## src/rtl/swdh_pkg.sv

```systemverilog
package swdh_pkg;

  typedef enum logic [1:0] {
    ST_OK    = 2'd0,
    ST_WAIT  = 2'd1,
    ST_FAULT = 2'd2,
    ST_PROT  = 2'd3
  } swdh_status_e;

  typedef enum logic [3:0] {
    PH_REQ, PH_TRN1, PH_ACK, PH_TRN2, PH_WDAT,
    PH_RDAT, PH_TRN3, PH_IDLE, PH_END
  } swdh_phase_e;

  localparam logic [2:0] ACK_OK    = 3'b001;
  localparam logic [2:0] ACK_WAIT  = 3'b010;
  localparam logic [2:0] ACK_FAULT = 3'b100;

  // Packet bit 0 leaves the host first.
  function automatic logic [7:0] build_req(input logic ap, input logic rd,
                                           input logic [1:0] addr);
    return {1'b1, 1'b0, ap ^ rd ^ addr[0] ^ addr[1], addr[1], addr[0], rd, ap, 1'b1};
  endfunction

  function automatic swdh_status_e decode_ack(input logic [2:0] ack);
    case (ack)
      ACK_OK:    return ST_OK;
      ACK_WAIT:  return ST_WAIT;
      ACK_FAULT: return ST_FAULT;
      default:   return ST_PROT;
    endcase
  endfunction

endpackage

```

## src/rtl/swdh_clkgen.sv

```systemverilog
module swdh_clkgen #(
  parameter int DIV_W = 8
) (
  input  logic             clk,
  input  logic             rst,
  input  logic             en,
  input  logic [DIV_W-1:0] half,
  output logic             swclk,
  output logic             rise,
  output logic             fall
);

  logic [DIV_W-1:0] cnt;
  logic             hit;

  // A zero setting behaves like one.
  assign hit  = en && (({1'b0, cnt} + 1'b1) >= {1'b0, half});
  assign rise = hit && !swclk;
  assign fall = hit && swclk;

  always_ff @(posedge clk) begin
    if (rst || !en) begin
      cnt   <= '0;
      swclk <= 1'b0;
    end else if (hit) begin
      cnt   <= '0;
      swclk <= ~swclk;
    end else begin
      cnt <= cnt + 1'b1;
    end
  end

endmodule

```

## src/rtl/swdh_seq.sv

```systemverilog
module swdh_seq
  import swdh_pkg::*;
#(
  parameter int IDLE_W = 8
) (
  input  logic              clk,
  input  logic              rst,
  input  logic              start,
  input  logic              req_ap,
  input  logic              req_read,
  input  logic [1:0]        req_addr,
  input  logic [31:0]       req_wdata,
  input  logic [IDLE_W-1:0] req_idle,
  input  logic              rise,
  input  logic              fall,
  input  logic              swdio_i,
  output logic              busy,
  output logic              swdio_o,
  output logic              swdio_oe,
  output logic              done,
  output logic [1:0]        status,
  output logic [31:0]       rdata
);

  localparam int CNT_W = (IDLE_W > 6) ? IDLE_W : 6;

  swdh_phase_e       phase;
  logic [CNT_W-1:0]  cnt;
  logic [7:0]        r_pkt;
  logic [31:0]       r_wd;
  logic [IDLE_W-1:0] r_idle;
  logic              r_ap, r_rd, r_tsel, go_data;
  logic [1:0]        ack_sh;
  logic [31:0]       rd_sh;
  swdh_status_e      st;
  logic              drv_oe, drv_o;
  logic [2:0]        ack_full;
  swdh_phase_e       after_data;

  assign ack_full   = {swdio_i, ack_sh};
  assign after_data = (r_ap && (r_idle != '0)) ? PH_IDLE : PH_END;

  always_comb begin
    drv_oe = 1'b0;
    drv_o  = 1'b0;
    case (phase)
      PH_REQ:  begin drv_oe = 1'b1; drv_o = r_pkt[cnt[2:0]]; end
      PH_WDAT: begin drv_oe = 1'b1; drv_o = cnt[5] ? ^r_wd : r_wd[cnt[4:0]]; end
      PH_IDLE: drv_oe = 1'b1;
      default: ;
    endcase
  end

  always_ff @(posedge clk) begin
    done <= 1'b0;
    if (rst) begin
      busy     <= 1'b0;
      phase    <= PH_END;
      cnt      <= '0;
      swdio_oe <= 1'b1;
      swdio_o  <= 1'b0;
      status   <= ST_OK;
      rdata    <= '0;
      st       <= ST_OK;
      go_data  <= 1'b0;
    end else if (start) begin
      busy     <= 1'b1;
      phase    <= PH_REQ;
      cnt      <= '0;
      r_pkt    <= build_req(req_ap, req_read, req_addr);
      r_wd     <= req_wdata;
      r_idle   <= req_idle;
      r_ap     <= req_ap;
      r_rd     <= req_read;
      r_tsel   <= !req_ap && !req_read && (req_addr == 2'b11);
      st       <= ST_OK;
      swdio_oe <= 1'b1;
      swdio_o  <= 1'b1;
    end else if (busy && rise) begin
      case (phase)
        PH_REQ: begin
          if (cnt == CNT_W'(7)) begin phase <= PH_TRN1; cnt <= '0; end
          else cnt <= cnt + 1'b1;
        end
        PH_TRN1: begin phase <= PH_ACK; cnt <= '0; end
        PH_ACK: begin
          if (cnt == CNT_W'(2)) begin
            cnt <= '0;
            if (r_tsel || ack_full == ACK_OK) begin
              st      <= ST_OK;
              go_data <= 1'b1;
              phase   <= r_rd ? PH_RDAT : PH_TRN2;
            end else begin
              st      <= decode_ack(ack_full);
              go_data <= 1'b0;
              phase   <= PH_TRN2;
            end
          end else begin
            ack_sh[cnt[0]] <= swdio_i;
            cnt <= cnt + 1'b1;
          end
        end
        PH_TRN2: begin phase <= go_data ? PH_WDAT : PH_END; cnt <= '0; end
        PH_WDAT: begin
          if (cnt[5]) begin phase <= after_data; cnt <= '0; end
          else cnt <= cnt + 1'b1;
        end
        PH_RDAT: begin
          if (!cnt[5]) begin
            rd_sh <= {swdio_i, rd_sh[31:1]};
            cnt   <= cnt + 1'b1;
          end else begin
            if (swdio_i != ^rd_sh) st <= ST_PROT;
            phase <= PH_TRN3;
            cnt   <= '0;
          end
        end
        PH_TRN3: begin phase <= after_data; cnt <= '0; end
        PH_IDLE: begin
          if (CNT_W'(cnt + 1'b1) == CNT_W'(r_idle)) begin phase <= PH_END; cnt <= '0; end
          else cnt <= cnt + 1'b1;
        end
        default: ;
      endcase
    end else if (busy && fall) begin
      if (phase == PH_END) begin
        busy     <= 1'b0;
        done     <= 1'b1;
        status   <= st;
        rdata    <= rd_sh;
        swdio_oe <= 1'b1;
        swdio_o  <= 1'b0;
      end else begin
        swdio_oe <= drv_oe;
        swdio_o  <= drv_o;
      end
    end
  end


  start_bit_chk: assert property (@(posedge clk) disable iff (rst)
    (busy && rise && phase == PH_REQ && cnt == '0) |-> (swdio_oe && swdio_o));

  park_high_chk: assert property (@(posedge clk) disable iff (rst)
    (busy && rise && phase == PH_REQ && cnt == CNT_W'(7)) |-> (swdio_oe && swdio_o));

  line_released_chk: assert property (@(posedge clk) disable iff (rst)
    (busy && rise && (phase == PH_TRN1 || phase == PH_ACK || phase == PH_RDAT ||
                      phase == PH_TRN3)) |-> !swdio_oe);

  idle_low_chk: assert property (@(posedge clk) disable iff (rst)
    (busy && rise && phase == PH_IDLE) |-> (swdio_oe && !swdio_o));

  drive_on_fall_chk: assert property (@(posedge clk) disable iff (rst)
    !(fall || start) |=> $stable({swdio_oe, swdio_o}));

  done_pulse_chk: assert property (@(posedge clk) disable iff (rst)
    done |=> !done);

  result_hold_chk: assert property (@(posedge clk) disable iff (rst)
    !done |-> ($stable(status) && $stable(rdata)));

endmodule

```

## src/rtl/swdh_engine.sv

```systemverilog
module swdh_engine
  import swdh_pkg::*;
#(
  parameter int DIV_W  = 8,
  parameter int IDLE_W = 8
) (
  input  logic              clk,
  input  logic              rst,
  input  logic [DIV_W-1:0]  cfg_half,
  input  logic              req_valid,
  output logic              req_ready,
  input  logic              req_ap,
  input  logic              req_read,
  input  logic [1:0]        req_addr,
  input  logic [31:0]       req_wdata,
  input  logic [IDLE_W-1:0] req_idle,
  output logic              swclk,
  output logic              swdio_o,
  output logic              swdio_oe,
  input  logic              swdio_i,
  output logic              done,
  output logic [1:0]        status,
  output logic [31:0]       rdata
);

  logic busy, rise, fall, start;

  assign req_ready = !busy;
  assign start     = req_valid && !busy;

  swdh_clkgen #(.DIV_W(DIV_W)) u_clkgen (
    .clk   (clk),
    .rst   (rst),
    .en    (busy),
    .half  (cfg_half),
    .swclk (swclk),
    .rise  (rise),
    .fall  (fall)
  );

  swdh_seq #(.IDLE_W(IDLE_W)) u_seq (
    .clk       (clk),
    .rst       (rst),
    .start     (start),
    .req_ap    (req_ap),
    .req_read  (req_read),
    .req_addr  (req_addr),
    .req_wdata (req_wdata),
    .req_idle  (req_idle),
    .rise      (rise),
    .fall      (fall),
    .swdio_i   (swdio_i),
    .busy      (busy),
    .swdio_o   (swdio_o),
    .swdio_oe  (swdio_oe),
    .done      (done),
    .status    (status),
    .rdata     (rdata)
  );


  clk_parked_chk: assert property (@(posedge clk) disable iff (rst)
    req_ready |-> !swclk);

endmodule

```

## config.mk

```make
export PLATFORM = sky130hd
export DESIGN_NAME = swdh_engine
export DESIGN_NICKNAME = d
export VERILOG_FILES = /design/src/rtl/swdh_pkg.sv /design/src/rtl/swdh_clkgen.sv /design/src/rtl/swdh_seq.sv /design/src/rtl/swdh_engine.sv
export SDC_FILE = /design/constraint.sdc
export NUM_CORES = 1
export LEC_CHECK = 0
export BUFFER_PORTS_ARGS = -buffer_cell sky130_fd_sc_hd__buf_2
export CAP_MARGIN = 20
export CORE_ASPECT_RATIO = 0.8
export CORE_MARGIN = 1
export CORE_UTILIZATION = 52
export CTS_CLUSTER_SIZE = 12
export DETAILED_ROUTE_END_ITERATION = 8
export PLACE_DENSITY = 0.77
export SYNTH_ARGS = -nofsm -noshare
export SYNTH_HDL_FRONTEND = slang
export SYNTH_SLANG_ARGS = --single-unit
export TNS_END_PERCENT = 100
```

## constraint.sdc

```tcl
create_clock -name clk -period 3.6 [get_ports clk]
set_clock_uncertainty 0.1 [all_clocks]
set_input_delay 0.18 -clock clk [delete_from_list [all_inputs] [get_ports clk]]
set_output_delay 0.18 -clock clk [all_outputs]
set_load 0.02 [all_outputs]
```

==> results of run 1 <==
## final timing paths
check	startpoint	end	slack, ns	depth (start not counted)
worst max-delay path	u_clkgen.cnt[0]	u_seq.rdata[31]	0.26	13
worst min-delay path	cfg_half[7]	u_clkgen.swclk	0.35	7
worst max register to register	u_clkgen.cnt[0]	u_seq.rdata[31]	0.26	13
worst min register to register	u_seq.rdata[18]	u_seq.rdata[18]	0.39	2
## per-layer routing
layer	GRT usage [%]	wire [µm]	vias to the layer above
met5	0	0	-
met2	38.0	6800	140
met1	28.1	6170	2206
met3	7.28	765	19
met4	7.69	185	0
li1	-	-	2229
## where the power goes
part,switching (W),internal (W),leakage (nW),total [W]
combinational,0.0000984,0.000119,1.65,0.000217
clock,0.000666,0.000980,0.266,0.00165
sequential,0.0000184,0.00174,1.23,0.00175
## cell type report
class / instances / area, µm² / share of cell area (%)
flip-flops and latches: 142 / 3640 / 44.2
clock inverters: 11 / 92.6 / 1.12
inverters: 14 / 52.6 / 0.638
clock buffers: 21 / 460 / 5.59
well taps: 171 / 214 / 2.60
repair buffers: 152 / 1040 / 12.6
multi-input cells: 360 / 2740 / 33.2
## state kept, by name, summed over array words and instances, names as in the netlist, 2 cells and up
| register | count |
|---|---|
| u_seq.phase | 4 |
| u_seq.r_wd | 32 |
| u_seq.rdata | 32 |
| u_seq.st | 2 |
| u_seq.cnt | 8 |
| u_clkgen.cnt | 8 |
| u_seq.r_pkt | 5 |
| u_seq.status | 2 |
| u_seq.ack_sh | 2 |
| u_seq.rd_sh | 32 |
| u_seq.r_idle | 8 |
## synth_stat cells, types with 2 or more instances
library cell               count
sky130_fd_sc_hd__edfxtp_1     80
sky130_fd_sc_hd__dfxtp_1      62
sky130_fd_sc_hd__xnor2_1      62
sky130_fd_sc_hd__nor2_1       55
sky130_fd_sc_hd__mux2i_1      41
sky130_fd_sc_hd__nand2_1      24
sky130_fd_sc_hd__a21oi_1      22
sky130_fd_sc_hd__xor2_1       16
sky130_fd_sc_hd__o21ai_0      15
sky130_fd_sc_hd__inv_1        14
sky130_fd_sc_hd__ha_1         13
sky130_fd_sc_hd__clkbuf_1     12
sky130_fd_sc_hd__nor2b_1      12
sky130_fd_sc_hd__nand3_1      11
sky130_fd_sc_hd__nor3_1       10
sky130_fd_sc_hd__mux4_2        9
sky130_fd_sc_hd__nand2b_1      9
sky130_fd_sc_hd__buf_2         8
sky130_fd_sc_hd__and3_1        7
sky130_fd_sc_hd__a211oi_1      5
sky130_fd_sc_hd__nand4b_1      4
sky130_fd_sc_hd__nor4_1        4
sky130_fd_sc_hd__o211a_1       4
sky130_fd_sc_hd__a211o_1       2
sky130_fd_sc_hd__a21boi_0      2
sky130_fd_sc_hd__and2_1        2
sky130_fd_sc_hd__buf_1         2
sky130_fd_sc_hd__nand4_1       2
sky130_fd_sc_hd__nor3b_1       2
sky130_fd_sc_hd__xnor3_1       2
## per-stage QoR
stage | cells | util, % | setup WS, ns
floorplan | 538 | - | 0.257
global placement | 792 | 59.0 | 0.241
detailed placement | 792 | 59.0 | 0.127
CTS | 871 | 67.4 | 0.0986
global route | 871 | 67.5 | 0.0162
finish | 871 | 67.5 | 0.264
## repair_timing
action / 4_1_cts / 5_1_grt
hold endpoints to repair: 50 / 0
hold buffers: 47 / 0
resized for setup: 0 / 1
endpoints found under the setup margin: 0 / 32
setup buffers: 0 / 0
## kinds of logic (layout without fill, tap and decap cells)
family          Yosys count  count (layout)  synth area share [%]
compound gates           63              63                  6.29
xor+xnor                 80              80                  11.2
fa+ha+maj                13              13                  2.50
buf+inv                  36             198                  2.23
mux                      51              51                  9.59
flops                   142             142                  56.0
simple gates            153             153                  12.2
## worst min-delay path, stage by stage
cell and delay, ns:
sky130_fd_sc_hd__buf_2 0.09, sky130_fd_sc_hd__inv_1 0.05, sky130_fd_sc_hd__ha_1 0.17, sky130_fd_sc_hd__a311oi_1 0.08, sky130_fd_sc_hd__nand2_1 0.09, sky130_fd_sc_hd__xnor2_1 0.12, sky130_fd_sc_hd__nor3_1 0.04
==> reports/results.tsv, run 1 <==
stage	metric	value	unit
run_status	status	complete, no violations	
grt	via_count_of_the_first_global_routing_pass	4411	
timing	period_minus_slack	3.34	ns
critical_path	timing.critical_path.required	3.80	ns
layout	final_layout_size_suffix_gt1_share	21.9	%
floorplanning	die_extent_in_y	102	µm
flow_run	max-cap-violations	0	
critical_path	wp_data_arrival	3.53	ns
layout	antenna_cells	0	
timing	clock.fmax	300	MHz
detailed_routing	route.final.wire_length	13900	µm
floorplanning	starting_density_of_the_core	53.3	%
yosys	synth_cells	538	
yosys	synth-async-reset-ratio	0	%
detailed_routing	post_drt_wl_per_cell	16.0	µm
timing	timing.hold.ws	0.354	ns
layout	layout_common_cells	94 x sky130_fd_sc_hd__buf_2, 80 x sky130_fd_sc_hd__edfxtp_1, 62 x sky130_fd_sc_hd__xnor2_1, 62 x sky130_fd_sc_hd__dfxtp_1, 54 x sky130_fd_sc_hd__nor2_1	
yosys	syn-cell-area	0.00651	mm²
critical_path	worst_path_largest_cell_delay	0.39	ns
clocking	cts_htree_levels	4	
clocking	sinks_on_clock_net	142	
worst_hold_path	hp-class	in2reg	
layout	syn_to_final_growth	26.5	%
yosys	yosys-top-cells-area	sky130_fd_sc_hd__edfxtp_1 37%, sky130_fd_sc_hd__dfxtp_1 19%, sky130_fd_sc_hd__xnor2_1 8.3%, sky130_fd_sc_hd__mux2i_1 6.3%, sky130_fd_sc_hd__nor2_1 3.2%	
critical_path	nature_of_the_critical_path_startpoint	flop	
timing	timing.final.setup_violations	0	
timing	rsz0062_at_grt	no	
floorplanning	core_area	0.0122	mm²
clocking	cts_tree	built	
layout	layout.filler_cells	878	
detailed_routing	ant_nets	0	
critical_path	critPathMaxFanout	36	
yosys	post_synth.cell_area_avg	12.1	µm²
grt	grt_start_max_net_pins	38	
grt	groute.usage.overall	22.7	%
detailed_routing	drc	0	
critical_path	critPathBufInv	1	
critical_path	cp_slowest_cell	sky130_fd_sc_hd__dfxtp_1	
yosys	synth_top_cell_by_area	sky130_fd_sc_hd__edfxtp_1	
grt	grt_remaining_overflow	0	
placement	place.detailed.hpwl	8880	µm
clocking	clkLatencyLatePin	0.42	ns
yosys	yosys.area.top_type_share	36.9	%
power	power-per-cell-area	439	mW/mm²
detailed_routing	post_drt_via_cell_ratio	5.27	
yosys	synth_enable_flop_cells	80	
detailed_routing	vias	4594	
placement	placed_cell_area	0.00721	mm²
power	lkg_pwr	3.14	nW
yosys	netlist-cell-type-count	55	
timing	post-route-period-util	92.7	%
floorplanning	die_area	0.0130	mm²
clocking	clk_transition_reported_paths	0.06	ns
placement	io_buffer_count	94	
timing	relSlewSlack	43.2	%
yosys	synth_sequential_area_ratio	56.0	%
detailed_routing	first_pass_iters	6	
detailed_routing	drtIter0Drc	283	
yosys	postSynthRegisterBits	142	
yosys	syn_nets	607	
grt	grt_pass1_wl	22200	µm
clocking	clk_path_buf_depth	2	
timing	timing.final.max_slew_violations	0	
layout	cell_area_after_layout	0.00823	mm²
yosys	synthesis.yosys.warnings	0	
floorplanning	ioPinCount	95	
timing	max_slew.worst_pin.slew	0.850	ns
clocking	cts_root_buffer	sky130_fd_sc_hd__clkbuf_16	
critical_path	end_kind	flop	
grt	grt_antenna_before_repair	0	
layout	nNetsFinal	756	
power	power.total	0.00362	W
placement	globalplace.congestion	0.850	
critical_path	timing.setup.critical_path_class	reg2reg	
floorplanning	std_cell_rows	36	
critical_path	cpLargestDelayFamily	compound AO/OA/AOI/OAI gates	
timing	report.final.hold_viol_count	0	
floorplanning	die_w	127	µm
critical_path	critical_path.cell_chain	ha_1, nand3_1, nor2_1, xor2_1, ha_1, a211oi_1, nand2_1, o311a_1, o211a_1, and3_2, buf_12, mux2i_1, nor2_1	
clocking	cts_buffers	17	
yosys	ys_dominant_reg_cell	sky130_fd_sc_hd__edfxtp_1	
power	ir_drop	0.427	mV
timing	setup_total_negative_slack	0	ns
layout	layout_commonest_cell	sky130_fd_sc_hd__buf_2	
(Power assumes the default switching activity.)
==> inputs of run 2 (changes only) <==
- CORE_MARGIN: 1 -> 1.5
- CORE_UTILIZATION: 52 -> 45
- PLACE_DENSITY: 0.77 -> 0.68
==> reports/results.tsv, run 2 (same netlist as run 1, synthesis figures left out) <==
stage	metric	value	unit	change
layout	layout_commonest_cell	sky130_fd_sc_hd__buf_2		
layout	syn_to_final_growth	26.6	%	about the same
layout	final_layout_size_suffix_gt1_share	21.8	%	-0.049 points
floorplanning	std_cell_rows	39		+8.3%
placement	place.detailed.hpwl	8910	µm	+0.32%
critical_path	reg2reg_slack	0.25	ns	-0.02 ns
timing	clock.fmax	298	MHz	-0.54%
detailed_routing	drtIter0Drc	276		-2.5%
placement	io_buffer_count	94		unchanged
timing	period_minus_slack	3.35	ns	+0.0182 ns
power	ir_drop	0.356	mV	-17%
detailed_routing	post_drt_via_cell_ratio	5.08		-3.8%
critical_path	critPathMaxFanout	36		unchanged
critical_path	reg2regPathDepth	13		unchanged
floorplanning	die_area	0.0152	mm²	+17%
grt	gr-usage-met3	5.83	%	-1.4 points
timing	relSlewSlack	52.3	%	+9.1 points
critical_path	r2r_start	u_clkgen.cnt[0]		
critical_path	timing.critical_path.required	3.80	ns	about the same
clocking	cts_buffers	17		unchanged
layout	layout.filler_cells	1145		+30%
layout	total_area_of_multi_input_combinational_cells	0.00273	mm²	about the same
timing	report.final.hold_viol_count	0		unchanged
grt	grt_pass1_wl	22200	µm	about the same
detailed_routing	first_pass_iters	4		-2
timing	rsz0062_at_grt	no		
layout	largestRegisters	u_seq.r_wd: 32 flops, u_seq.rd_sh: 32 flops, u_seq.rdata: 32 flops		
power	lkg_pwr	3.14	nW	-0.21%
timing	timing.hold.ws	0.0409	ns	-0.313 ns
grt	top_usage_layer	met2		
detailed_routing	vias	4472		-2.7%
grt	grt_remaining_overflow	0		unchanged
grt	via_count_of_the_first_global_routing_pass	4556		+3.3%
layout	antenna_cells	0		unchanged
clocking	clkLatencyLatePin	0.42	ns	about the same
detailed_routing	drc	0		unchanged
layout	register_area	0.00364	mm²	unchanged
grt	grt_antenna_before_repair	0		unchanged
critical_path	wp_data_arrival	3.55	ns	+0.02 ns
timing	timing.final.setup_violations	0		unchanged
placement	globalplace.congestion	0.839		-1.3%
worst_hold_path	min_to	u_seq.rdata[7]		
flow_run	max-cap-violations	0		unchanged
floorplanning	ioPinCount	95		unchanged
run_status	status	complete, no violations		
critical_path	nature_of_the_critical_path_startpoint	flop		
clocking	cts_root_buffer	sky130_fd_sc_hd__clkbuf_16		
grt	grt_start_max_net_pins	37		-2.6%
worst_hold_path	timing.hold.worst.start	rst		
layout	nNetsFinal	753		-0.40%
detailed_routing	ant_nets	0		unchanged
timing	timing.final.max_slew_violations	0		unchanged
clocking	clk_path_buf_depth	2		unchanged
timing	post-route-period-util	93.2	%	+0.51 points
detailed_routing	post_drt_wl_per_cell	15.2	µm	-5.0%
floorplanning	die_extent_in_y	111	µm	+8.3%
clocking	sinks_on_clock_net	142		unchanged
timing	max_slew.worst_pin.slew	0.715	ns	-0.135 ns
floorplanning	core_area	0.0142	mm²	+16%
grt	grt.met1_usage	24.7	%	-3.4 points
worst_hold_path	hold_path_depth	2		-5
critical_path	end_kind	flop		
worst_hold_path	hp-class	in2reg		
power	power-per-cell-area	441	mW/mm²	+0.32%
clocking	cts_htree_levels	4		unchanged
detailed_routing	route.final.wire_length	13400	µm	-3.9%
grt	groute.usage.overall	18.9	%	-3.8 points
floorplanning	die_w	137	µm	+8.2%
grt	grt_met2_use	29.7	%	-8.4 points
timing	setup_total_negative_slack	0	ns	unchanged
layout	layout_common_cells	94 x sky130_fd_sc_hd__buf_2, 80 x sky130_fd_sc_hd__edfxtp_1, 62 x sky130_fd_sc_hd__xnor2_1, 62 x sky130_fd_sc_hd__dfxtp_1, 53 x sky130_fd_sc_hd__nor2_1		
critical_path	timing.setup.critical_path_class	reg2reg		
clocking	clk_transition_reported_paths	0.06	ns	about the same
clocking	cts_tree	built		
floorplanning	starting_density_of_the_core	45.8	%	-7.5 points
critical_path	critical_path.reg2reg.endpoint	u_seq.rdata[31]		
-- run 2: report_power, final --
group | switching, W | internal (W)
registers | 0.0000170 | 0.00174
clock network | 0.000655 | 0.00101
logic | 0.0000968 | 0.000118
-- run 2: critical path, cell delays in order (launching register included) --
cell and delay (ns):
sky130_fd_sc_hd__dfxtp_1 0.41, sky130_fd_sc_hd__ha_1 0.22, sky130_fd_sc_hd__nand3_1 0.13, sky130_fd_sc_hd__nor2_2 0.20, sky130_fd_sc_hd__xor2_1 0.20, sky130_fd_sc_hd__ha_1 0.28, sky130_fd_sc_hd__a211oi_1 0.24, sky130_fd_sc_hd__nand2_1 0.10
sky130_fd_sc_hd__o311a_1 0.31, sky130_fd_sc_hd__o211a_1 0.32, sky130_fd_sc_hd__and3_2 0.27, sky130_fd_sc_hd__buf_12 0.18, sky130_fd_sc_hd__mux2i_1 0.19, sky130_fd_sc_hd__nor2_1 0.06
-- run 2: what timing repair did --
action                                  CTS  global route
hold buffers                             46             0
endpoints found under the hold margin    49             0
resized for setup                         0             2
buffers inserted                          0             0
endpoints found under the setup margin    0            59
-- run 2: how the worst max path moves through the flow --
stage / start / slack (ns) / end / depth (start not counted)
floorplan: u_clkgen.cnt[0] / 0.26 / u_seq.rd_sh[0] / 10
global placement: u_clkgen.cnt[0] / 0.31 / u_seq.rd_sh[30] / 11
detailed placement: u_clkgen.cnt[0] / 0.24 / u_seq.rd_sh[21] / 11
CTS: u_clkgen.cnt[0] / 0.21 / u_seq.rd_sh[20] / 11
global route: u_clkgen.cnt[0] / 0.01 / u_seq.rdata[23] / 13
finish: u_clkgen.cnt[0] / 0.25 / u_seq.rdata[31] / 13
-- run 2: per-stage QoR --
stage,power (W),util [%],area (µm²),instances,setup WS [ns]
2_1_floorplan,0.00190,-,6510,538,0.257
3_3_place_gp,0.00195,50.8,7220,803,0.307
3_5_place_dp,0.00196,50.8,7220,803,0.241
4_1_cts,0.00366,58.0,8240,881,0.212
5_1_grt,0.00376,58.0,8240,881,0.0119
6_report,0.00363,58.0,8240,881,0.246
-- run 2: routing by layer --
| metal | share of wire (%) | wire length [µm] |
|---|---|---|
| met1 | 46 | 6150 |
| met2 | 46 | 6150 |
| met3 | 6.4 | 860 |
| met4 | 1.6 | 213 |
| met5 | 0 | 0 |
-- run 2: final cells by class --
class | count | area share (%)
Inverter | 14 | 0.638
Clock buffer | 19 | 5.25
Clock inverter | 13 | 1.50
Multi-Input combinational cell | 360 | 33.2
Sequential cell | 142 | 44.2
Timing Repair Buffer | 149 | 12.4
Tap cell | 184 | 2.79
